`config.mk`:
```
export PLATFORM = sky130hd
export DESIGN_NAME = gpio_bank32
export DESIGN_NICKNAME = d
export VERILOG_FILES = /design/src/rtl/gpio_pkg.sv /design/src/rtl/gpio_sync.sv /design/src/rtl/gpio_port.sv /design/src/rtl/gpio_bank32.sv
export SDC_FILE = /design/constraint.sdc
export NUM_CORES = 1
export LEC_CHECK = 0
export ABC_AREA = 0
export ABC_CLOCK_PERIOD_IN_PS = 4100
export BUFFER_PORTS_ARGS = -buffer_cell sky130_fd_sc_hd__buf_2
export CAP_MARGIN = 25
export CORE_MARGIN = 2
export CORE_UTILIZATION = 60
export CTS_BUF_LIST = sky130_fd_sc_hd__clkbuf_4 sky130_fd_sc_hd__clkbuf_8
export DETAILED_ROUTE_END_ITERATION = 7
export PLACE_DENSITY = 0.85
export SLEW_MARGIN = 15
export SYNTH_ARGS = -nofsm -noshare
export SYNTH_HDL_FRONTEND = slang
export SYNTH_SLANG_ARGS = --single-unit
```
`constraint.sdc`:
```
create_clock -name clk_i -period 4.1 [get_ports clk_i]
set_input_delay 0.82 -clock clk_i [delete_from_list [all_inputs] [get_ports clk_i]]
set_output_delay 0.82 -clock clk_i [all_outputs]
set_load 0.005 [all_outputs]
```
`src/rtl/gpio_pkg.sv`:
```
package gpio_pkg;
  localparam int GRP_W = 3;

  typedef enum logic [GRP_W-1:0] {
    GRP_CNF = 3'd0,
    GRP_OE  = 3'd1,
    GRP_OUT = 3'd2,
    GRP_IN  = 3'd3,
    GRP_STA = 3'd4,
    GRP_ENB = 3'd5,
    GRP_TYP = 3'd6,
    GRP_CLR = 3'd7
  } grp_e;
endpackage

```
`src/rtl/gpio_sync.sv`:
```
module gpio_sync #(
  parameter int W = 32
) (
  input  logic         clk_i,
  input  logic         rst_ni,
  input  logic [W-1:0] d_i,
  output logic [W-1:0] q_o
);
  logic [W-1:0] s1_q, s2_q;

  always_ff @(posedge clk_i or negedge rst_ni) begin
    if (!rst_ni) begin
      s1_q <= '0;
      s2_q <= '0;
    end else begin
      s1_q <= d_i;
      s2_q <= s1_q;
    end
  end

  assign q_o = s2_q;
endmodule

```
`src/rtl/gpio_port.sv`:
```
module gpio_port
  import gpio_pkg::*;
#(
  parameter  int PINS = 8,
  localparam int TW   = 3 * PINS
) (
  input  logic            clk_i,
  input  logic            rst_ni,
  input  logic            wr_i,
  input  logic            msk_i,
  input  grp_e            grp_i,
  input  logic [TW-1:0]   wdata_i,
  input  logic [PINS-1:0] pin_i,
  output logic [PINS-1:0] cnf_o,
  output logic [PINS-1:0] oe_o,
  output logic [PINS-1:0] out_o,
  output logic [PINS-1:0] sta_o,
  output logic [PINS-1:0] enb_o,
  output logic [TW-1:0]   typ_o,
  output logic            pend_o
);
  logic [PINS-1:0] cnf_q, oe_q, out_q, sta_q, enb_q, prev_q;
  logic [TW-1:0]   typ_q;
  logic [PINS-1:0] sel, val, pol, edge_m, both, rise, fall, evt, act, clr, sta_d;
  logic            sta_w;

  assign sel = wdata_i[2*PINS-1:PINS];
  assign val = wdata_i[PINS-1:0];

  function automatic logic [PINS-1:0] merge(input logic [PINS-1:0] old,
                                            input logic [PINS-1:0] s,
                                            input logic [PINS-1:0] v,
                                            input logic            m);
    return m ? ((old & ~s) | (v & s)) : v;
  endfunction

  // trigger planes: polarity, edge mode, both edges
  assign pol    = typ_q[PINS-1:0];
  assign edge_m = typ_q[2*PINS-1:PINS];
  assign both   = typ_q[TW-1:2*PINS];

  assign rise = pin_i & ~prev_q;
  assign fall = ~pin_i & prev_q;
  assign evt  = (both & (rise | fall)) | (~both & pol & rise) | (~both & ~pol & fall);
  assign act  = ~(pin_i ^ pol);

  assign clr   = (wr_i && grp_i == GRP_CLR && !msk_i) ? val : '0;
  assign sta_w = wr_i && grp_i == GRP_STA && msk_i;

  always_comb begin
    for (int n = 0; n < PINS; n++) begin
      if (!edge_m[n])             sta_d[n] = act[n];
      else if (evt[n])            sta_d[n] = 1'b1;  // new edge beats clear
      else if (clr[n])            sta_d[n] = 1'b0;
      else if (sta_w && sel[n])   sta_d[n] = val[n];
      else                        sta_d[n] = sta_q[n];
    end
  end

  always_ff @(posedge clk_i or negedge rst_ni) begin
    if (!rst_ni) begin
      cnf_q  <= '0;
      oe_q   <= '0;
      out_q  <= '0;
      enb_q  <= '0;
      sta_q  <= '0;
      typ_q  <= '0;
      prev_q <= '0;
    end else begin
      prev_q <= pin_i;
      sta_q  <= sta_d;
      if (wr_i) begin
        case (grp_i)
          GRP_CNF: cnf_q <= merge(cnf_q, sel, val, msk_i);
          GRP_OE:  oe_q  <= merge(oe_q,  sel, val, msk_i);
          GRP_OUT: out_q <= merge(out_q, sel, val, msk_i);
          GRP_ENB: enb_q <= merge(enb_q, sel, val, msk_i);
          GRP_TYP: begin
            if (msk_i) typ_q[PINS-1:0] <= merge(typ_q[PINS-1:0], sel, val, 1'b1);
            else       typ_q <= wdata_i;
          end
          default: ;
        endcase
      end
    end
  end

  assign cnf_o  = cnf_q;
  assign oe_o   = oe_q;
  assign out_o  = out_q;
  assign sta_o  = sta_q;
  assign enb_o  = enb_q;
  assign typ_o  = typ_q;
  assign pend_o = |(sta_q & enb_q);

  // unselected pins keep their output value across a masked write
  p_mask_keep_r3: assert property (@(posedge clk_i) disable iff (!rst_ni)
    (wr_i && msk_i && grp_i == GRP_OUT) |=> (((out_q ^ $past(out_q)) & ~$past(sel)) == '0));

  // a clear without a coincident edge drops edge-mode status
  p_clear_edge_r9: assert property (@(posedge clk_i) disable iff (!rst_ni)
    1'b1 |=> ((sta_q & $past(clr & edge_m & ~evt)) == '0));

  // a detected edge always leaves status set
  p_evt_wins_r10: assert property (@(posedge clk_i) disable iff (!rst_ni)
    1'b1 |=> ((~sta_q & $past(evt & edge_m)) == '0));

  // level-mode status tracks the active level of the previous cycle
  p_level_follow_r7: assert property (@(posedge clk_i) disable iff (!rst_ni)
    1'b1 |=> (((sta_q ^ $past(act)) & ~$past(edge_m)) == '0));
endmodule

```
`src/rtl/gpio_bank32.sv`:
```
module gpio_bank32
  import gpio_pkg::*;
#(
  parameter  int PORTS = 4,
  parameter  int PINS  = 8,
  parameter  int DW    = 32,
  localparam int PW    = $clog2(PORTS),
  localparam int AW    = PW + GRP_W + 3,
  localparam int NP    = PORTS * PINS,
  localparam int TW    = 3 * PINS
) (
  input  logic          clk_i,
  input  logic          rst_ni,
  input  logic [AW-1:0] reg_addr_i,
  input  logic          reg_we_i,
  input  logic [DW-1:0] reg_wdata_i,
  output logic [DW-1:0] reg_rdata_o,
  input  logic [NP-1:0] pad_in_i,
  output logic [NP-1:0] pad_out_o,
  output logic [NP-1:0] pad_oe_o,
  output logic          irq_o
);
  logic [PW-1:0]   port_idx;
  grp_e            grp;
  logic            msk;
  logic [NP-1:0]   pin_s;
  logic [PINS-1:0] cnf_a [PORTS];
  logic [PINS-1:0] oe_a  [PORTS];
  logic [PINS-1:0] out_a [PORTS];
  logic [PINS-1:0] sta_a [PORTS];
  logic [PINS-1:0] enb_a [PORTS];
  logic [PINS-1:0] in_a  [PORTS];
  logic [TW-1:0]   typ_a [PORTS];
  logic [PORTS-1:0] pend;
  logic            unused_bits;

  assign port_idx    = reg_addr_i[PW+1:2];
  assign grp         = grp_e'(reg_addr_i[PW+GRP_W+1:PW+2]);
  assign msk         = reg_addr_i[AW-1];
  assign unused_bits = ^{reg_addr_i[1:0], reg_wdata_i[DW-1:TW]};

  gpio_sync #(.W(NP)) u_sync (
    .clk_i  (clk_i),
    .rst_ni (rst_ni),
    .d_i    (pad_in_i),
    .q_o    (pin_s)
  );

  for (genvar p = 0; p < PORTS; p++) begin : g_port
    gpio_port #(.PINS(PINS)) u_port (
      .clk_i   (clk_i),
      .rst_ni  (rst_ni),
      .wr_i    (reg_we_i && port_idx == PW'(p)),
      .msk_i   (msk),
      .grp_i   (grp),
      .wdata_i (reg_wdata_i[TW-1:0]),
      .pin_i   (pin_s[p*PINS +: PINS]),
      .cnf_o   (cnf_a[p]),
      .oe_o    (oe_a[p]),
      .out_o   (out_a[p]),
      .sta_o   (sta_a[p]),
      .enb_o   (enb_a[p]),
      .typ_o   (typ_a[p]),
      .pend_o  (pend[p])
    );
    assign in_a[p]                    = pin_s[p*PINS +: PINS];
    assign pad_out_o[p*PINS +: PINS]  = out_a[p];
    assign pad_oe_o[p*PINS +: PINS]   = cnf_a[p] & oe_a[p];
  end

  assign irq_o = |pend;

  always_comb begin
    reg_rdata_o = '0;
    case (grp)
      GRP_CNF: reg_rdata_o[PINS-1:0] = cnf_a[port_idx];
      GRP_OE:  reg_rdata_o[PINS-1:0] = oe_a[port_idx];
      GRP_OUT: reg_rdata_o[PINS-1:0] = out_a[port_idx];
      GRP_IN:  reg_rdata_o[PINS-1:0] = in_a[port_idx];
      GRP_STA: reg_rdata_o[PINS-1:0] = sta_a[port_idx];
      GRP_ENB: reg_rdata_o[PINS-1:0] = enb_a[port_idx];
      GRP_TYP: reg_rdata_o[TW-1:0]   = typ_a[port_idx];
      default: ;
    endcase
  end
endmodule

```
======== Yosys cells after proc, flatten, opt, wreduce, memory -nomap -nowiden ========
Index checks and enable logic that the tools add are counted.
operators by class
  mux-type cells .......................... 175
  eq/ne operators ......................... 42
  reduce and logical (&&, ||, !) cells .... 80
  $lt $le $gt $ge ......................... 1
  bitwise operators ....................... 116
operators by type and width
  operator                                                  number
  bitwise AND 8 bit                                         57
  two-way mux 8 bit                                         36
  bitwise OR 8 bit                                          32
  NOT 8 bit                                                 21
  two-way mux 1 bit                                         128
  != test 4 bit, second input constant                      32
  binary-select mux 8 bit (select 2 bit)                    6
  case mux 8 bit (7 select lines)                           1
  logical AND 1 bit                                         52
  binary-select mux 24 bit (select 2 bit)                   1
  two-way mux 24 bit                                        2
  AND reduction 2 bit                                       20
  OR reduction 32 bit                                       1
  XOR 8 bit                                                 4
  two-way mux 16 bit                                        1
  == test 3 bit, second input constant                      4
  AND reduction 3 bit                                       4
  == test 3 x 2 -> 1 bit, second input constant             2
  == test 2 bit, second input constant                      2
  == test 3 x 1 -> 1 bit, second input constant             1
  greater-or-equal comparator 3 bit, second input constant  1
  logical NOT 3 bit                                         1
  NOT 2 -> 3 bit                                            1
  == test 2 x 1 -> 1 bit, second input constant             1
  3 further kinds                                           3
word-level totals
  output and inout bits ................... 97
  bits in registers ....................... 352
  word-level logic and storage cells ...... 476
  input bits .............................. 75

======== Longest topological paths before layout ========
  depth in word-level cells ............... 9
  depth in mapped cells ................... 8
  mapped depth without buffers ............ 6

======== Modules after synthesis ========
From an unflattened synthesis, not the netlist that was laid out.
unflattened totals
  cells, all modules ...................... 1566
  area, all modules ....................... 18864.3 um^2
by module, submodules not included
  module       instances  cells each  seq. area each (um^2)  area an instance (um^2)
  gpio_port    4          310         1801.7                 3634.7
  gpio_bank32  1          262         0.0                    2723.9
  gpio_sync    1          64          1601.5                 1601.5

======== Worst setup path before layout ========
Ideal clock, no wire load.
  path kind ............................... input -> output
  start ................................... input reg_addr_i[2]
  end ..................................... output reg_rdata_o[2]
  buffers on the path ..................... 3
  stages .................................. 6
  path slack .............................. 1.149 ns
  arrival ................................. 2.131 ns
  data required time ...................... 3.280 ns
  path through ............................ buf_4 > buf_4 > buf_2 > mux4_2 > nand2_1 > nand4_1
between the ends
  cells in the longest elaborated chain, start to end .. 5
  elaborated cells between the ends (all ways) .. 23
  classes of those cells .................. mux: 22; bitwise: 1
ends and longest elaborated chain
  element                                                                              line               text
  start: declaration                                                                   gpio_bank32.sv:14  input logic [AW-1:0] reg_addr_i,
  NOT 2 -> 3 bit (implied by the code) *                                               -
  binary-select mux 24 bit (select 2 bit), or another cell as far along                gpio_bank32.sv:82  GRP_TYP: reg_rdata_o[TW-1:0] = typ_a[port_idx];
  two-way mux 24 bit (implied by the code), or another cell as far along (2 in a row)  gpio_bank32.sv:82
  case mux 8 bit (7 select lines) *                                                    gpio_bank32.sv:75  case (grp)
  end: declaration                                                                     gpio_bank32.sv:17  output logic [DW-1:0] reg_rdata_o,
Every way passes the cells marked *; elsewhere a longest branch is shown, timed or not. The select of a mux whose other input is x is not followed.

======== Final worst setup path ========
Ends and elaborated chain as after synthesis.

==> out/metrics.cfg <==
[outcome]
status=completed

[global_route]
maximum_number_of_pins_on_one_net_before_global_route_repair=98
grt_usage_pct=31.2
grt_antenna_before_repair=3
overflow=0
grt_pass1_wl_mm=79.7
first_global_vias=14400

[clock_network]
htree_levels=2
clk-insertion-delay-late_ps=580
number_of_buffers_created_by_cts=57
cts_hold_repair.buffers=0
clkSinkCount=352
cts_setup_buffers=0
cts_resized=0
cts_root_buffer=clkbuf_8
max-clock-path-buffers=3
tritoncts_clock_tree=yes
clk_pin_slew_worst_paths_ps=60

[yosys]
synthDominantCellAreaShare_pct=47.4
synthTopCellsByArea=dfrtp_1 47%, mux2_2 14%, mux4_2 5.1%
synth.ff_latch_count=352
synth_area_per_cell_um2=11.6
yosysTopAreaCell=dfrtp_1
synth-main-ff-cell=dfrtp_1
synth_enable_flop_cells=0
synthesis.yosys.warnings=0
synthCells=1606
post_synthesis_instance_area_mm2=0.0186
synth_seq_area_share_pct=47.4
post_synth_num_cell_types=48
async_set_or_reset_flop_fraction_in_the_synthesized_netlist_pct=100

[worst_setup_path]
timing.critical_path.slowest_cell_delay_ps=650
crit_slowest_cell=buf_2
critPathTopFamily=buffers and inverters
endpoint_kind=output pin
path_class=input port to output pin
worstPathBufferInverterCount=4
crit_fanout=22
crit_chain=buf_2 -> buf_4 -> nor2b_1 -> buf_4 -> nand2_1 -> nand3_1 -> nand4_1 -> buf_2
critical_path.startpoint_type=input port
worst_ep_arrival_ps=2860
critical_path_required_ps=3280

[power_and_ir_drop]
power.combinational.fraction_pct=17.4
pwr-share-seq_pct=47.5
cellLeakagePower_uw=0.0100
p_int_uw=6840
p_per_area_mw_per_mm2=454
ir_worst_vdd_mv=0.257
clkPwrFrac_pct=35.1
p_switching_uw=2740
netSwitchingFraction_pct=28.6

[die]
die_width_um=180
num_rows=64
core_mm2=0.0306
fp.dieArea_mm2=0.0324
floorplan.initialDensity_pct=60.8
fp.dieH_um=180
num_io_pins=172

[layout]
insertedDiodeCount=0
layout.cells.most_common=dfrtp_1
design_area_mm2=0.0211
post_synthesis_to_final_layout_area_growth_pct=13.3
fillers=2181
layout_cells_sized_above_1_pct=33.1
nNetsFinal=1905
most-common-layout-cells=352 x dfrtp_1, 231 x mux2_2, 204 x nand2_1, 151 x buf_2, 86 x nor2_1

[sta]
finalHoldViolations=0
layout_worst_path_cycle_share_pct=89.7
slew_violations=0
setup_violations=0
worstMarginPinSlew_ps=862
finalWorstPathRequiredPeriod_ps=3680
maxSlewHeadroom_pct=42.5
clock.fmax_mhz=272
rsz0062_at_grt=no
fin_setup_tns_ps=0
skew_ps=18.7

[worst_hold_path]
holdCritPathClass=input port to async pin

[place]
numPortBuffers=153
routabilityCongestion=0.964
dp.final_hpwl_mm=35.2
post_dp_cell_area_mm2=0.0198

[drt]
vias_per_cell=6.38
route.detailed.drc=0
detail_route.wl_per_cell_um=23.1
drtIter0Drc=1430
firstDrtPassIters=6
via_count=14100
total_detailed_routing_wirelength_mm=50.9
antenna_violating_nets_post_route=0

[run]
cap_viol_max_count=0

==> kinds of logic (layout without fill, tap and decap cells) <==
kind of cell               after synthesis  in the layout  share of synthesized area, %
AOI/OAI and AO/OA                      160            160                          6.02
xor gates and xnor gates                32             32                          1.51
adders and majority gates               64             64                          4.31
buffers and inverters                  162            358                          4.03
DFF                                    352            352                          47.4
muxes                                  357            357                          24.0
other                                    1              8                        0.0202
and+or+nand+nor                        478            478                          12.8
==> metal layers <==
metal / part of all wire, % / up-vias / wire length, um / global-route usage (%)
met5: 0.049 / - / 25 / 0
met2: 45 / 844 / 23100 / 48.1
met4: 4.9 / 4 / 2510 / 15.1
li1: - / 6019 / - / -
met1: 39 / 7010 / 19900 / 42.0
met3: 11 / 189 / 5380 / 7.48
==> area by class of cell <==
class / instances / area, um^2 / area share [%]
Multi-Input combinational cell: 1099 / 9080 / 43.1
Sequential cell: 352 / 8810 / 41.8
Clock buffer: 94 / 1200 / 5.70
Timing Repair Buffer: 191 / 1140 / 5.42
Tap cell: 396 / 495 / 2.35
Inverter: 65 / 244 / 1.16
Clock inverter: 8 / 93.8 / 0.445
==> metrics by stage <==
step	util (%)	hold slack (ps)	power, uW	cells	setup WS [ps]
after detailed placement	64.6	335	6220	2103	457
after global routing	68.9	294	9970	2205	313
after floorplan	-	331	5520	1613	1150
after CTS	68.9	283	9570	2205	447
final	68.9	269	9570	2205	424
after global placement	64.6	332	6110	2103	504
==> power groups by stage <==
stage	sequential (uW)	clock (uW)	combinational (uW)
floorplan	4360	0	1150
global placement	4540	0	1570
detailed placement	4580	0	1640
CTS	4530	3390	1650
global route	4600	3570	1800
finish	4550	3360	1670
==> cells in the mapped netlist, drive strengths merged (13+ instances only) <==
cell type and n:
dfrtp 352, mux2 256, nand2 204, nor2 100, inv 65, ha 64, mux2i 59, and2 50
buf 50, clkbuf 47, nand4 45, mux4 42, a22oi 37, o21ai 33, a31oi 32, a41o 32
xnor2 32, a21oi 16, nand3 16, nor2b 14, nand2b 13
==> path summary, 6_finish.rpt <==
| path | slack [ps] | from | cells after the start | endpoint |
|---|---|---|---|---|
| max | 420 | reg_addr_i[2] | 8 | reg_rdata_o[2] |
| min | 270 | rst_ni | 1 | u_sync.s1_q[31]$_DFF_PN0_ |
| max reg2reg | 2250 | u_sync.q_o[28]$_DFF_PN0_ | 6 | g_port[3].u_port.sta_o[4]$_DFFE_PN0P_ |
| min reg2reg | 350 | u_sync.s1_q[0]$_DFF_PN0_ | 0 | u_sync.q_o[0]$_DFF_PN0_ |
| max in group asynchronous | 2850 | rst_ni | 2 | async pin |
| min in group clk_i | 320 | pad_in_i[19] | 1 | u_sync.s1_q[19]$_DFF_PN0_ |
(Power assumes the default switching activity.)
